===== src/rtl/intc_pkg.sv =====
package intc_pkg;
    localparam int NUM_SRC  = 5;
    localparam int VEC_W    = 16;
    localparam int MASK_W   = 3;

    // source index: higher index = higher priority
    localparam int SRC_EXT  = 0;
    localparam int SRC_LO   = 1;
    localparam int SRC_HI   = 2;
    localparam int SRC_EDGE = 3;
    localparam int SRC_NMI  = 4;

    localparam logic [VEC_W-1:0] VEC_NMI  = 16'h0024;
    localparam logic [VEC_W-1:0] VEC_EDGE = 16'h003C;
    localparam logic [VEC_W-1:0] VEC_HI   = 16'h0034;
    localparam logic [VEC_W-1:0] VEC_LO   = 16'h002C;

    // mask-write field positions
    localparam int MW_SDATA = 7;
    localparam int MW_SEN   = 6;
    localparam int MW_CLR   = 4;
    localparam int MW_MSE   = 3;

    typedef enum logic [1:0] {
        OP_ENABLE  = 2'd0,
        OP_DISABLE = 2'd1,
        OP_MASKWR  = 2'd2,
        OP_STATUS  = 2'd3
    } op_e;

    typedef enum logic [1:0] {
        NMI_ARMED   = 2'd0,
        NMI_PENDING = 2'd1,
        NMI_SPENT   = 2'd2
    } nmi_state_e;
endpackage


===== src/rtl/intc_sync.sv =====
module intc_sync #(
    parameter int WIDTH  = 5,
    parameter int STAGES = 2
) (
    input  logic             clk_i,
    input  logic             rst_ni,
    input  logic [WIDTH-1:0] d_i,
    output logic [WIDTH-1:0] q_o
);
    logic [STAGES-1:0][WIDTH-1:0] chain_q;

    always_ff @(posedge clk_i or negedge rst_ni) begin
        if (!rst_ni) chain_q <= '0;
        else         chain_q <= {chain_q[STAGES-2:0], d_i};
    end

    assign q_o = chain_q[STAGES-1];
endmodule


===== src/rtl/intc_nmi_fsm.sv =====
module intc_nmi_fsm
    import intc_pkg::*;
(
    input  logic clk_i,
    input  logic rst_ni,
    input  logic level_i,
    input  logic rise_i,
    input  logic ack_i,
    output logic pend_o
);
    nmi_state_e state_q, state_d;

    always_ff @(posedge clk_i or negedge rst_ni) begin
        if (!rst_ni) state_q <= NMI_ARMED;
        else         state_q <= state_d;
    end

    always_comb begin
        state_d = state_q;
        pend_o  = 1'b0;
        unique case (state_q)
            NMI_ARMED: begin
                if (rise_i) state_d = NMI_PENDING;
            end
            NMI_PENDING: begin
                pend_o = 1'b1;
                if (ack_i)         state_d = NMI_SPENT;
                else if (!level_i) state_d = NMI_ARMED;
            end
            NMI_SPENT: begin
                if (!level_i) state_d = NMI_ARMED;
            end
            default: state_d = NMI_ARMED;
        endcase
    end
endmodule


===== src/rtl/intc_prio.sv =====
module intc_prio #(
    parameter int N = 5
) (
    input  logic [N-1:0] req_i,
    output logic [N-1:0] grant_o,
    output logic         any_o
);
    always_comb begin
        grant_o = '0;
        for (int i = 0; i < N; i++) begin
            if (req_i[i]) grant_o = N'(1) << i;
        end
    end

    assign any_o = |req_i;
endmodule


===== src/rtl/intc_top.sv =====
module intc_top
    import intc_pkg::*;
#(
    parameter int SYNC_STAGES = 2
) (
    input  logic             clk_i,
    input  logic             rst_ni,
    input  logic             nmi_i,
    input  logic             edge_i,
    input  logic             lvl_hi_i,
    input  logic             lvl_lo_i,
    input  logic             ext_i,
    input  logic             ack_i,
    input  logic             op_valid_i,
    input  logic [1:0]       op_code_i,
    input  logic [7:0]       acc_i,
    input  logic             ser_in_i,
    output logic             irq_o,
    output logic [VEC_W-1:0] vector_o,
    output logic             ext_ack_o,
    output logic [7:0]       status_o,
    output logic             ser_out_o
);
    logic [NUM_SRC-1:0] raw, sync;
    logic [1:0]         prev_q;
    logic               nmi_rise, edge_rise, nmi_pend;
    logic               latch_q, ie_q, ser_q;
    logic [MASK_W-1:0]  masks_q;
    logic [7:0]         status_q;
    logic [NUM_SRC-1:0] req, grant;
    logic               any;
    op_e                op;
    logic               do_mw, do_ack;
    logic               unused_bit5;

    assign unused_bit5 = acc_i[5];
    assign raw = {nmi_i, edge_i, lvl_hi_i, lvl_lo_i, ext_i};

    intc_sync #(.WIDTH(NUM_SRC), .STAGES(SYNC_STAGES)) sync_i (
        .clk_i (clk_i),
        .rst_ni(rst_ni),
        .d_i   (raw),
        .q_o   (sync)
    );

    always_ff @(posedge clk_i or negedge rst_ni) begin
        if (!rst_ni) prev_q <= '0;
        else         prev_q <= {sync[SRC_NMI], sync[SRC_EDGE]};
    end

    assign nmi_rise  = sync[SRC_NMI]  & ~prev_q[1];
    assign edge_rise = sync[SRC_EDGE] & ~prev_q[0];

    assign op     = op_e'(op_code_i);
    assign do_mw  = op_valid_i && (op == OP_MASKWR);
    assign do_ack = ack_i && any;

    intc_nmi_fsm nmi_fsm_i (
        .clk_i  (clk_i),
        .rst_ni (rst_ni),
        .level_i(sync[SRC_NMI]),
        .rise_i (nmi_rise),
        .ack_i  (ack_i && grant[SRC_NMI]),
        .pend_o (nmi_pend)
    );

    // edge latch: a new edge wins over a clear in the same cycle
    always_ff @(posedge clk_i or negedge rst_ni) begin
        if (!rst_ni)
            latch_q <= 1'b0;
        else if (edge_rise)
            latch_q <= 1'b1;
        else if ((do_mw && acc_i[MW_CLR]) || (ack_i && grant[SRC_EDGE]))
            latch_q <= 1'b0;
    end

    always_ff @(posedge clk_i or negedge rst_ni) begin
        if (!rst_ni) begin
            ie_q     <= 1'b0;
            masks_q  <= '1;
            ser_q    <= 1'b0;
            status_q <= '0;
        end else begin
            if (do_ack)
                ie_q <= 1'b0;
            else if (op_valid_i && op == OP_ENABLE)
                ie_q <= 1'b1;
            else if (op_valid_i && op == OP_DISABLE)
                ie_q <= 1'b0;
            if (do_mw && acc_i[MW_MSE])
                masks_q <= acc_i[MASK_W-1:0];
            if (do_mw && acc_i[MW_SEN])
                ser_q <= acc_i[MW_SDATA];
            if (op_valid_i && op == OP_STATUS)
                status_q <= {ser_in_i, latch_q, sync[SRC_HI], sync[SRC_LO],
                             ie_q, masks_q};
        end
    end

    assign req[SRC_NMI]  = nmi_pend;
    assign req[SRC_EDGE] = latch_q        & ie_q & ~masks_q[2];
    assign req[SRC_HI]   = sync[SRC_HI]   & ie_q & ~masks_q[1];
    assign req[SRC_LO]   = sync[SRC_LO]   & ie_q & ~masks_q[0];
    assign req[SRC_EXT]  = sync[SRC_EXT]  & ie_q;

    intc_prio #(.N(NUM_SRC)) prio_i (
        .req_i  (req),
        .grant_o(grant),
        .any_o  (any)
    );

    always_comb begin
        vector_o = '0;
        if      (grant[SRC_NMI])  vector_o = VEC_NMI;
        else if (grant[SRC_EDGE]) vector_o = VEC_EDGE;
        else if (grant[SRC_HI])   vector_o = VEC_HI;
        else if (grant[SRC_LO])   vector_o = VEC_LO;
    end

    assign irq_o     = any;
    assign ext_ack_o = grant[SRC_EXT];
    assign status_o  = status_q;
    assign ser_out_o = ser_q;
endmodule


===== config.mk =====
export PLATFORM = sky130hd
export DESIGN_NAME = intc_top
export DESIGN_NICKNAME = d
export VERILOG_FILES = /design/src/rtl/intc_pkg.sv /design/src/rtl/intc_sync.sv /design/src/rtl/intc_nmi_fsm.sv /design/src/rtl/intc_prio.sv /design/src/rtl/intc_top.sv
export SDC_FILE = /design/constraint.sdc
export NUM_CORES = 1
export LEC_CHECK = 0
export ABC_AREA = 1
export BUFFER_PORTS_ARGS = -buffer_cell sky130_fd_sc_hd__buf_2
export CAP_MARGIN = 10
export CELL_PAD_IN_SITES_DETAIL_PLACEMENT = 2
export CELL_PAD_IN_SITES_GLOBAL_PLACEMENT = 2
export CORE_MARGIN = 10
export CORE_UTILIZATION = 27
export CTS_CLUSTER_SIZE = 20
export DETAILED_ROUTE_END_ITERATION = 7
export MAX_ROUTING_LAYER = met4
export PLACE_DENSITY = 0.73
export SKIP_CTS_REPAIR_TIMING = 1
export SYNTH_ARGS = -nofsm -noshare
export SYNTH_HDL_FRONTEND = slang
export SYNTH_SLANG_ARGS = --single-unit

===== constraint.sdc =====
create_clock -name clk_i -period 1.22 [get_ports clk_i]
set_input_delay 0.183 -clock clk_i [delete_from_list [all_inputs] [get_ports clk_i]]
set_output_delay 0.183 -clock clk_i [all_outputs]
set_load 0.01 [all_outputs]

# Word level (Yosys, flattened, before mapping)
# Cells that the tools add are included.
# totals
register_bits	28
in_bits	20
output_inout_bits	27
word_cells	64
# classes
n_eq_ne	6
n_mux	19
bitwise_logic	14
n_reduce_logical	16
# op_table
cell	n
$mux W16	2
$mux W6	2
$logic_and A1 B1 Y1	10
$and A1 B1 Y1	9
$mux W2	4
$mux W1	7
$eq A2 B2 Y1 const B	3
$pmux W2 S3	1
$mux W5	1
$not A1 Y1	5
$reduce_or A5 Y1	1
$eq A2 B1 Y1 const B	2
$logic_not A2 Y1	2
$mux W4	1
$mux W3	1
$reduce_bool A3 Y1	1
$ne A2 B1 Y1 const B	1
$reduce_bool A2 Y1	1
$logic_or A1 B1 Y1	1

# Logic depth before layout (Yosys ltp)
# logic_depth
word_depth	10
ltp_mapped	6

# Cells and area by module
# Synthesis repeated with hierarchy kept, for this count alone.
# unflattened
hier_cells	144
area_unflattened_um2	1315.0
# by_module_without_submodules
module	n_inst	cells_each	area_each_um2	seq_area_each_um2
intc_top	1	102	863.3	404.1
intc_sync	1	15	287.8	250.2
intc_nmi_fsm	1	12	100.1	50.0
intc_prio	1	15	63.8	0.0

# Least setup slack after synthesis
# OpenSTA, ideal clock, no wires.
# synth_path
path_kind	register -> output
from	reg masks_q[2]
to	out ext_ack_o
arrival_time_ps	1100
t_required_ps	1037
setup_slack_ps	-63
stages_incl_launch_ff	5
n_path_buf	0
path_cell_list	dfstp_2 > nor2_1 > nor2_1 > nand3b_1 > nor2_1
# synth_between
elab_chain_cells	4
# synth_lines
item	line_no	text
start, declared	intc_top.sv:28	logic [MASK_W-1:0] masks_q;
start signal, assigned	intc_top.sv:91	masks_q <= acc_i[MASK_W-1:0];
$not A1 Y1	intc_top.sv:101	assign req[SRC_EDGE] = latch_q & ie_q & ~masks_q[2];
$and A1 B1 Y1	intc_top.sv:101	
$mux W4	intc_prio.sv:11	if (req_i[i]) grant_o = N'(1) << i;
$mux W5	intc_prio.sv:11	
end, declared	intc_top.sv:20	output logic ext_ack_o,
# No other way between the ends.

# Worst setup path in the final report
# Same ends and word-level chain as after synthesis.

==> impl_metrics.toml <==
[logic_synthesis]
synthArstFlopShare = 1.000
synth_edf_count = 0
ys_warn_count = 0
netlist_area_sq_um = 1191
synthFlopType = "dfrtp_1"
syn_inst = 121
synth_seq_area_share = 0.5914
netlist-cell-type-count = 17
syn-mean-instance-area_sq_um = 9.844
synth_seq_cells = 28

[clock_tree]
clock_sinks = 28
path_clk_slew_ns = 0.10
cts.path.max_buffers = 2
htree_levels = 1
clk_latency_ns = 0.28
numCtsBuffers = 3
cts-root-buf = "clkbuf_8"
cts_tree = "built"

[run_status]
violations = "negative setup slack"
status = "finished with violations"

[worst_setup_path]
cp.arrival_ns = 1.48
rr_worst_depth = 7
path_max_fanout = 3
start_kind = "flop"
crit_required_ns = 1.04
reg2reg_to = "ie_q"
end_kind = "output port"
reg2reg_from = "ie_q"
path_class = "flop to output port"
reg2reg_setup_slack_ns = -0.04

[timing]
hold_viol = 0
fin_crit_ns = 1.667
clock_skew_ns = 0.002242
finalCritPeriodShare = 1.367
hold-worst-slack_ns = 0.01714
max_freq_mhz = 599.8
finalMaxSlewViolations = 0
rsz0062_at_grt = "yes"
setup_viol = 7
layout_setup_ws_ns = -0.4473

[floorplanning]
die_h_um = 86.42
initial_core_util = 0.2755
design.portCount = 47
die_x_um = 86.42
core_sq_um = 4324
rows = 24
dieArea_sq_um = 7468

[place]
post-dp-hpwl_um = 2556
dp_cells = 209
place_ws_ns = -0.1474
gp_congestion = 0.7945
io_buffers = 33

[detailed_routing]
avgViaCountPerCell = 4.300
drc = 0
dr.pass1.iters = 4
wl_per_cell_um = 15.32
wl_um = 3370
vias = 946
antenna_left = 0
drt_iter0_markers = 12

[min_path]
hp-class = "input pin to flop"
min_to = "sync_i.chain_q[2]"
whs_path_depth = 1
hp-start = "lvl_hi_i"

[layout]
num-fill-cells = 507
syn2layout_area_growth_pct = 30.88
final_nets = 189
n_antenna_cell = 0
drive_above_1_share = 0.4107
final_cell_mix = "33 x buf_2, 24 x dfrtp_1, 20 x nand2_1, 17 x inv_1, 12 x conb_1"
stdcell_count = 220
layout_commonest_cell = "buf_2"

[job]
cap_violations = 0

[grt]
grt_pass1_vias = 1056
grt_max_degree = 29
grt_pass1_wl_um = 5278
grt_antenna_before_repair = 0
grt.total_usage = 0.09253
globalRouteOverflowTotal = 0

[pwr]
power_leakage_nw = 0.8258
powerDensity_nw_per_um2 = 1450
peakVddDrop_v = 0.0006375
[synth_stat cells (3+ instances only)]
cell / count / area (sq um)
dfrtp_1: 25 / 625.6
nand3_1: 5 / 25.02
buf_4: 13 / 97.59
nor2_1: 11 / 41.29
a21oi_1: 5 / 25.02
o21ai_2: 8 / 70.07
dfstp_2: 3 / 78.83
inv_1: 17 / 63.81
o21ai_0: 4 / 20.02
nand2_1: 23 / 86.33
[metrics by stage]
step / setup TNS, ns / instance area (sq um) / power (mW) / util
5_1_grt: -2.682 / 1559 / 2.423 / 0.3605
4_1_cts: -2.481 / 1459 / 2.234 / 0.3374
3_5_place_dp: -0.4625 / 1404 / 1.626 / 0.3247
2_1_floorplan: -0.06422 / 1237 / 1.417 / -
6_report: -2.053 / 1559 / 2.261 / 0.3605
3_3_place_gp: -0.1126 / 1404 / 1.598 / 0.3247
[final cells by class]
class                      count  area (sq um)  share of cell area
tap                           52         65.06             0.04173
clock buffer                   4         55.05             0.03531
sequential                    28         705.7              0.4526
inverter                      17         63.81             0.04093
multi-input combinational     73         394.1              0.2528
timing repair buffer          46         275.3              0.1766
[power breakdown]
group | switching (mW) | internal [mW] | total (mW)
clock | 0.305 | 0.290 | 0.596
sequential | 0.0716 | 1.06 | 1.13
combinational | 0.316 | 0.222 | 0.538
[critical path: stages (launching register included)]
cell and delay (ns):
dfstp_2 0.57, nor2_4 0.05, nor2_4 0.13, nand3b_1 0.15, nor2_2 0.15, buf_2 0.15
[flip-flops by register name, summed over array words and instances, names as in the netlist]
signal             count
prev_q                 2
ser_out_o              1
sync_i.q_o             5
latch_q                1
ie_q                   1
masks_q                3
status_o               8
sync_i.chain_q         5
nmi_fsm_i.state_q      2
[kinds of logic (layout without fill, tap and decap cells)]
family	count (synthesis)	after routing	share of synthesized area
flip-flops	28	28	0.5914
AND/OR/NAND/NOR	43	43	0.1576
other	1	12	0.003148
buffers and inverters	31	67	0.1450
AO/OA/AOI/OAI	18	18	0.1029
[worst max-delay path by stage]
stage | start | to | slack, ns | depth (start not counted)
after detailed placement | masks_q[1] | ext_ack_o | -0.15 | 5
after global placement | masks_q[2] | ext_ack_o | -0.06 | 5
after global routing | masks_q[2] | ext_ack_o | -0.50 | 5
after CTS | masks_q[1] | ext_ack_o | -0.49 | 5
final | masks_q[2] | ext_ack_o | -0.45 | 5
after floorplan | masks_q[1] | vector_o[5] | -0.04 | 4
[per-layer routing]
| metal | global-route usage | wire length (um) |
|---|---|---|
| met5 | - | 0 |
| met4 | 0.04860 | 70 |
| met3 | 0.02345 | 148 |
| met2 | 0.1530 | 1817 |
| met1 | 0.09994 | 1333 |
Note: power is estimated with default switching activity, not from simulation.
